--- config.mk ---
export PLATFORM = sky130hd
export DESIGN_NAME = ptw_walker
export DESIGN_NICKNAME = d
export VERILOG_FILES = /design/src/rtl/ptw_pkg.sv /design/src/rtl/ptw_entry_addr.sv /design/src/rtl/ptw_perm_check.sv /design/src/rtl/ptw_walker.sv
export SDC_FILE = /design/constraint.sdc
export NUM_CORES = 1
export LEC_CHECK = 0
export BUFFER_PORTS_ARGS = -buffer_cell sky130_fd_sc_hd__buf_2
export CAP_MARGIN = 0
export CORE_MARGIN = 1
export CORE_UTILIZATION = 59
export CTS_BUF_LIST = sky130_fd_sc_hd__clkbuf_2 sky130_fd_sc_hd__clkbuf_4 sky130_fd_sc_hd__clkbuf_8
export DETAILED_ROUTE_END_ITERATION = 12
export PLACE_DENSITY = 0.89
export SLEW_MARGIN = 20
export SYNTH_ARGS = -nofsm -noshare
export SYNTH_HDL_FRONTEND = slang
export SYNTH_SLANG_ARGS = --single-unit
--- constraint.sdc ---
create_clock -name clk -period 5.85 [get_ports clk]
set_input_delay 1.4625 -clock clk [delete_from_list [all_inputs] [get_ports clk]]
set_output_delay 1.4625 -clock clk [all_outputs]
set_load 0.005 [all_outputs]
--- src/rtl/ptw_pkg.sv ---
package ptw_pkg;

    typedef enum logic [1:0] {
        ACC_LOAD  = 2'd0,
        ACC_STORE = 2'd1,
        ACC_FETCH = 2'd2,
        ACC_RSVD  = 2'd3
    } acc_kind_e;

    typedef enum logic [1:0] {
        FC_OK          = 2'd0,
        FC_DIR_ABSENT  = 2'd1,
        FC_PAGE_ABSENT = 2'd2,
        FC_DENIED      = 2'd3
    } fault_code_e;

    typedef enum logic [2:0] {
        ST_IDLE,
        ST_DIR_REQ,
        ST_DIR_WAIT,
        ST_PAGE_REQ,
        ST_PAGE_WAIT
    } walk_st_e;

    localparam int PTE_VALID_BIT = 0;
    localparam int PTE_RD_BIT    = 1;
    localparam int PTE_WR_BIT    = 2;
    localparam int PTE_EX_BIT    = 3;
    localparam int ENTRY_BYTES_LOG2 = 2;

endpackage

--- src/rtl/ptw_entry_addr.sv ---
module ptw_entry_addr #(
    parameter int AW    = 32,
    parameter int IDX_W = 10
) (
    input  logic [AW-1:0]    tbl_base,
    input  logic [IDX_W-1:0] idx,
    output logic [AW-1:0]    ent_addr
);
    localparam int SHIFT = ptw_pkg::ENTRY_BYTES_LOG2;
    localparam int SPAN  = IDX_W + SHIFT;

    logic [SPAN-1:0] byte_off;

    assign byte_off = {idx, {SHIFT{1'b0}}};
    assign ent_addr = tbl_base + AW'(byte_off);
endmodule

--- src/rtl/ptw_perm_check.sv ---
module ptw_perm_check
    import ptw_pkg::*;
#(
    parameter int PTE_W = 32
) (
    input  logic [PTE_W-1:0] pte,
    input  acc_kind_e        kind,
    output logic             present,
    output logic             allowed
);
    assign present = pte[PTE_VALID_BIT];

    always_comb begin
        unique case (kind)
            ACC_LOAD:  allowed = pte[PTE_RD_BIT];
            ACC_STORE: allowed = pte[PTE_WR_BIT];
            ACC_FETCH: allowed = pte[PTE_EX_BIT];
            default:   allowed = 1'b0;
        endcase
    end
endmodule

--- src/rtl/ptw_walker.sv ---
module ptw_walker
    import ptw_pkg::*;
#(
    parameter  int TOP_IDX_W  = 10,
    parameter  int LEAF_IDX_W = 10,
    parameter  int OFF_W      = 12,
    localparam int VA_W       = TOP_IDX_W + LEAF_IDX_W + OFF_W
) (
    input  logic            clk,
    input  logic            rst_n,
    input  logic            start,
    input  logic [VA_W-1:0] vaddr,
    input  logic [1:0]      acc_kind,
    input  logic [VA_W-1:0] root_base,
    output logic            mem_req,
    output logic [VA_W-1:0] mem_addr,
    input  logic            mem_rvalid,
    input  logic [VA_W-1:0] mem_rdata,
    output logic            done,
    output logic [VA_W-1:0] paddr,
    output logic            page_fault,
    output logic            prot_fault,
    output logic [1:0]      fault_cause
);
    localparam int FRAME_W = VA_W - OFF_W;
    localparam int TOP_LSB = LEAF_IDX_W + OFF_W;

    walk_st_e          state_q, state_d;
    logic [VA_W-1:0]   va_q;
    logic [VA_W-1:0]   base_q;
    acc_kind_e         kind_q;
    logic [FRAME_W-1:0] leaf_tbl_q;

    logic [VA_W-1:0]   dir_addr, leaf_addr;
    logic              ent_present, ent_allowed;

    ptw_entry_addr #(.AW(VA_W), .IDX_W(TOP_IDX_W)) u_dir_addr (
        .tbl_base (base_q),
        .idx      (va_q[VA_W-1 -: TOP_IDX_W]),
        .ent_addr (dir_addr)
    );

    ptw_entry_addr #(.AW(VA_W), .IDX_W(LEAF_IDX_W)) u_leaf_addr (
        .tbl_base ({leaf_tbl_q, {OFF_W{1'b0}}}),
        .idx      (va_q[TOP_LSB-1 -: LEAF_IDX_W]),
        .ent_addr (leaf_addr)
    );

    ptw_perm_check #(.PTE_W(VA_W)) u_perm (
        .pte     (mem_rdata),
        .kind    (kind_q),
        .present (ent_present),
        .allowed (ent_allowed)
    );

    assign mem_req  = (state_q == ST_DIR_REQ) || (state_q == ST_PAGE_REQ);
    assign mem_addr = (state_q == ST_PAGE_REQ) ? leaf_addr : dir_addr;

    always_comb begin
        state_d = state_q;
        unique case (state_q)
            ST_IDLE:      if (start) state_d = ST_DIR_REQ;
            ST_DIR_REQ:   state_d = ST_DIR_WAIT;
            ST_DIR_WAIT:  if (mem_rvalid) state_d = ent_present ? ST_PAGE_REQ : ST_IDLE;
            ST_PAGE_REQ:  state_d = ST_PAGE_WAIT;
            ST_PAGE_WAIT: if (mem_rvalid) state_d = ST_IDLE;
            default:      state_d = ST_IDLE;
        endcase
    end

    // State register and walk context
    always_ff @(posedge clk) begin
        if (!rst_n) begin
            state_q    <= ST_IDLE;
            va_q       <= '0;
            base_q     <= '0;
            kind_q     <= ACC_LOAD;
            leaf_tbl_q <= '0;
        end else begin
            state_q <= state_d;
            if (state_q == ST_IDLE && start) begin
                va_q   <= vaddr;
                base_q <= root_base;
                kind_q <= acc_kind_e'(acc_kind);
            end
            if (state_q == ST_DIR_WAIT && mem_rvalid)
                leaf_tbl_q <= mem_rdata[VA_W-1 -: FRAME_W];
        end
    end

    // Result registers
    always_ff @(posedge clk) begin
        if (!rst_n) begin
            done        <= 1'b0;
            paddr       <= '0;
            page_fault  <= 1'b0;
            prot_fault  <= 1'b0;
            fault_cause <= FC_OK;
        end else begin
            unique case (state_q)
                ST_IDLE: if (start) begin
                    done        <= 1'b0;
                    paddr       <= '0;
                    page_fault  <= 1'b0;
                    prot_fault  <= 1'b0;
                    fault_cause <= FC_OK;
                end
                ST_DIR_WAIT: if (mem_rvalid && !ent_present) begin
                    done        <= 1'b1;
                    page_fault  <= 1'b1;
                    fault_cause <= FC_DIR_ABSENT;
                end
                ST_PAGE_WAIT: if (mem_rvalid) begin
                    done <= 1'b1;
                    if (!ent_present) begin
                        page_fault  <= 1'b1;
                        fault_cause <= FC_PAGE_ABSENT;
                    end else if (!ent_allowed) begin
                        prot_fault  <= 1'b1;
                        fault_cause <= FC_DENIED;
                    end else begin
                        paddr <= {mem_rdata[VA_W-1 -: FRAME_W], va_q[OFF_W-1:0]};
                    end
                end
                default: ;
            endcase
        end
    end
endmodule

* Word level (Yosys, flattened, before mapping)
Index checks and enable logic that the tools add are counted.
** Word-level totals
- Register bits after elaboration :: 126
- Input port bits :: 102
- Output and inout port bits :: 70
- Word-level logic and storage cells :: 71
** Operators by class
- Add/subtract/negate cells :: 2
- Equal/unequal tests :: 15
- Multiplexer cells :: 29
- Reduce and logical (&&, ||, !) cells :: 15
** Operators with widths (count)
- $mux 32 :: 5
- $add 32x12->32 :: 2
- $pmux 32 s2 :: 1
- $reduce_and 5->1 :: 4
- $pmux 3 s5 :: 1
- $ne 2x2->1 const B :: 7
- $mux 2 :: 6
- $mux 3 :: 3
- $pmux 1 s3 :: 3
- $mux 1 :: 8
- $eq 3x2->1 const B :: 2
- $pmux 2 s3 :: 1
- $reduce_and 4->1 :: 1
- $eq 3x1->1 const B :: 1
- $eq 3x3->1 const B :: 1
- $logic_and 1x1->1 :: 3
- $logic_not 3->1 :: 1
- $ne 3x3->1 const B :: 1
- $reduce_and 3->1 :: 1
- $reduce_bool 3->1 :: 1
- $eq 2x1->1 const B :: 1
- $eq 2x2->1 const B :: 1
- $logic_not 2->1 :: 1
- $ne 2x1->1 const B :: 1
- other kinds (4) :: 4

* Longest topological paths before layout
- Depth after elaboration :: 6
- Depth in mapped cells :: 9
- Gate-level depth less buffers :: 8

* Cells and area by module
Synthesis repeated with hierarchy kept, for this count alone.
** Unflattened totals
- Cells, all modules :: 864
- Area total of the unflattened synthesis :: 7121.8 µm²
** Modules (own cells, without submodules)
- ptw_walker :: instances 1, cells an instance 605, area each 5271.3 µm², sequential area each 2522.4 µm²
- ptw_entry_addr at u_dir_addr :: instances 1, cells an instance 134, area each 940.9 µm², sequential area each 0.0 µm²
- ptw_entry_addr at u_leaf_addr :: instances 1, cells an instance 121, area each 879.6 µm², sequential area each 0.0 µm²
- ptw_perm_check :: instances 1, cells an instance 4, area each 30.0 µm², sequential area each 0.0 µm²

* Worst setup path after synthesis
Ideal clock, no wire load.
- Path kind :: flip-flop to output port
- Start point :: reg base_q[2]
- End point :: out mem_addr[28]
- Arrival time :: 1901 ps
- Required time :: 4388 ps
- Path slack :: 2487 ps
- Cell stages (with the launch flop) :: 9
- Buffers on the path :: 0
- Cell sequence :: dfxtp_1 -> ha_1 -> fa_1 -> nand3_1 -> a21oi_1 -> o31a_1 -> o2111ai_1 -> xor2_1 -> a21oi_1
** On the way
- Cells in the longest elaborated chain, start to end :: 2
** RTL lines
- start, declared :: RTL line ptw_walker.sv:30 : logic [VA_W-1:0] base_q;
- start signal, assigned :: RTL line ptw_walker.sv:83 : base_q <= root_base;
- $add 32x12->32 :: RTL line ptw_entry_addr.sv:15 : assign ent_addr = tbl_base + AW'(byte_off);
- $mux 32 :: RTL line ptw_walker.sv:57 : assign mem_addr = (state_q == ST_PAGE_REQ) ? leaf_addr : dir_addr;
- end, declared :: RTL line ptw_walker.sv:16 : output logic [VA_W-1:0] mem_addr,
No other way between the ends.

* Final worst setup path
- Start point :: reg base_q[2]
- End point :: out mem_addr[16]
Same word-level chain as after synthesis.

==> run metrics <==
post-DP HPWL 10000 microns; total core area 10300 sq um; synth unique cells 48; Worst Path Required 4.39 ns; die height 105 microns; vias per cell between 5 and 6; Pwr Density approximately 280 nW/um^2; largest net degree at the start of global routing 67; WP data arrival between 2 and 3 ns; nature of the critical path endpoint output port; clk root buf clkbuf_8; drt pass-1 iters 5; fin cells 1038; Util after Layout 72.7%; FMAX 0.234 GHz; fraction of layout cells with a size suffix above 1 24.6%; EDFF count, synth 0; row count 37; DRC 0; wire per inst around 14 microns; placed cell area roughly 7000 sq um; Clock Sinks roughly 130; outcome finished, final reports clean; number of global-route vias before repair about 5000; Fillers 834; Worst-Skew Late Latency around 0.43 ns; worst slew pin tran 0.873 ns; most frequent cells in the layout nand2_1, buf_2, dfxtp_1; Crit Path Class reg2out; io pins approximately 170; Die ar. 10900 sq um; Slew headroom 41.8%; CTS tree built; Hold Path Class reg2reg; setup bufs post-CTS 0; n_diodes 0; gpl congestion between 0.8 and 0.9; Fin Clk Skew 0.0117 ns; Post-DRT Antenna Nets 0; CTS Buf Count 17; area of the multi-input gates 3450 sq um; area growth from synthesis to layout 20.4%; peak supply drop 0.158 mV; asr flop ratio synth 0%; Leakage 3.45 nW; Final Max Slew Viols 0; Worst Setup Start Kind register; Pwr Total 0.00206 W; commonest non-fill, non-tap cell in the layout nand2_1; FF+latch area approximately 2500 sq um; setup TNS 0 ns; CP max stage cell nor3_1; post-synth net total 870; final worst path period share 72.9%; hold-fix buffer count after cts 0; minimum clock period 4.27 ns; Syn. warnings 0; Die Width around 100 microns; total global-route track usage 27.1%; CTS clk-pin slew, worst paths 0.08 ns; post-synthesis sequential area ratio ~41%; Syn Area/Cell 8.19 sq um; CP max FO 4; Initial Util 60.4%; final hold vios 0; initial antenna violation count 0; CTS resizes 0; gr ovfl total 0; via count 5594; post-route cell area roughly 7500 sq um; global-route wire length before repair 24000 microns; DR iter-0 viols 310; H-tree depth 4; Crit path largest cell delay 0.49 ns; CP bufs+invs 1; buffers added on ports around 160; worst-path cell chain ha_1, fa_1, nand3_1, a21oi_1, nor3_1, nor3_1, xnor2_1, a21oi_1, buf_2; Top FF cell, synth dfxtp_1; final setup violation count 0; post-synthesis register bit count around 130; RSZ-0062 raised after global routing false; max_cap viols 0; mapped cell area 6200 sq um; post-synthesis cell count about 760; dpl cells around 1000; clock buffer depth 2; delay-heaviest family, CP simple AND/OR/NAND/NOR gates; Final nets 1002; WL final 14700 microns
-- through the flow --
stage | setup slack, ns | hold slack (ns)
after detailed placement | 2.13 | 0.431
after global routing | 1.47 | 0.484
after floorplan | 2.49 | 0.439
final | 1.58 | 0.441
after CTS | 1.61 | 0.444
after global placement | 2.14 | 0.433
-- power by group --
part | switching (W) | internal, W | leakage (nW)
clock | 0.000375 | 0.000480 | 0.224
combinational | 0.000155 | 0.000123 | 2.20
sequential | 0.0000304 | 0.000897 | 1.03
total | 0.000561 | 0.00150 | 3.45
-- logic make-up after synthesis --
| kind of cell | share of synthesized area, % |
|---|---|
| buffers and inverters | 3.83 |
| XOR/XNOR | 3.53 |
| AO/OA/AOI/OAI | 18.9 |
| multiplexers | 6.05 |
| flip-flops | 40.7 |
| AND/OR/NAND/NOR | 24.7 |
| adder cells (fa/ha/maj) | 2.34 |
-- sequential cells by signal, indices dropped and copies added, names as in the netlist --
register / cells
base_q: 32
paddr: 32
va_q: 32
leaf_tbl_q: 20
state_q: 3
fault_cause: 2
kind_q: 2
done: 1
page_fault: 1
prot_fault: 1
-- final timing paths --
path	startpoint	cells past startpoint	slack, ns	to
worst max-delay path	base_q[2]$_SDFFE_PN0P_	9	1.58	mem_addr[16]
worst min-delay path	done$_SDFFE_PN0P_	2	0.44	done$_SDFFE_PN0P_
worst max register to register	state_q[2]$_SDFFE_PN0P_	6	3.67	paddr[14]$_SDFFE_PN0P_
worst min register to register	done$_SDFFE_PN0P_	2	0.44	done$_SDFFE_PN0P_
-- final cells by class --
| class | count | area share, % |
|---|---|---|
| multi-input combinational | 572 | 46.2 |
| tap | 136 | 2.28 |
| clock buffer | 18 | 3.23 |
| timing repair buffer | 170 | 11.6 |
| inverter | 2 | 0.101 |
| sequential | 126 | 33.8 |
| clock inverter | 14 | 2.75 |
-- routing by layer --
metal  up-vias  GRT usage [%]  wire (microns)
li1       2823              -               -
met1      2581           37.4            6960
met2       170           42.6            6870
met3        20           5.24             667
met4         0           8.57             159
met5         -              0               0
-- worst reg2reg max path, cell delays in order, from the launching register on --
cell      delay (ns)
dfxtp_1         0.34
buf_4           0.31
nand2b_1        0.21
a211o_1         0.45
buf_4           0.45
mux2i_1         0.25
nor2b_1         0.06
-- cells in the mapped netlist (2+ instances only) --
cell	instances	share of area, %
o2111ai_1	4	0.56
nor2b_1	35	3.5
o21a_1	5	0.61
mux2i_1	33	5.3
inv_1	2	0.12
a21o_1	3	0.36
nand2b_1	6	0.61
o21ai_0	11	0.89
or3_1	2	0.20
nand2_1	182	11
nor2_1	36	2.2
and3_2	3	0.36
ha_1	10	2.0
dfxtp_1	126	41
xnor2_1	9	1.3
o21ai_2	2	0.28
a31oi_1	3	0.30
nor3_1	4	0.32
buf_4	3	0.36
o211ai_1	8	0.97
buf_1	6	0.36
clkbuf_1	44	2.7
and2_1	4	0.40
and3_1	33	3.3
buf_2	4	0.32
mux2_2	4	0.73
o221a_2	2	0.36
nand3_1	6	0.48
nand3b_1	4	0.48
a21boi_0	87	11
xor2_1	16	2.3
a21oi_1	39	3.1
nand4_1	4	0.40
a211oi_1	3	0.36
(Power assumes the default switching activity.)
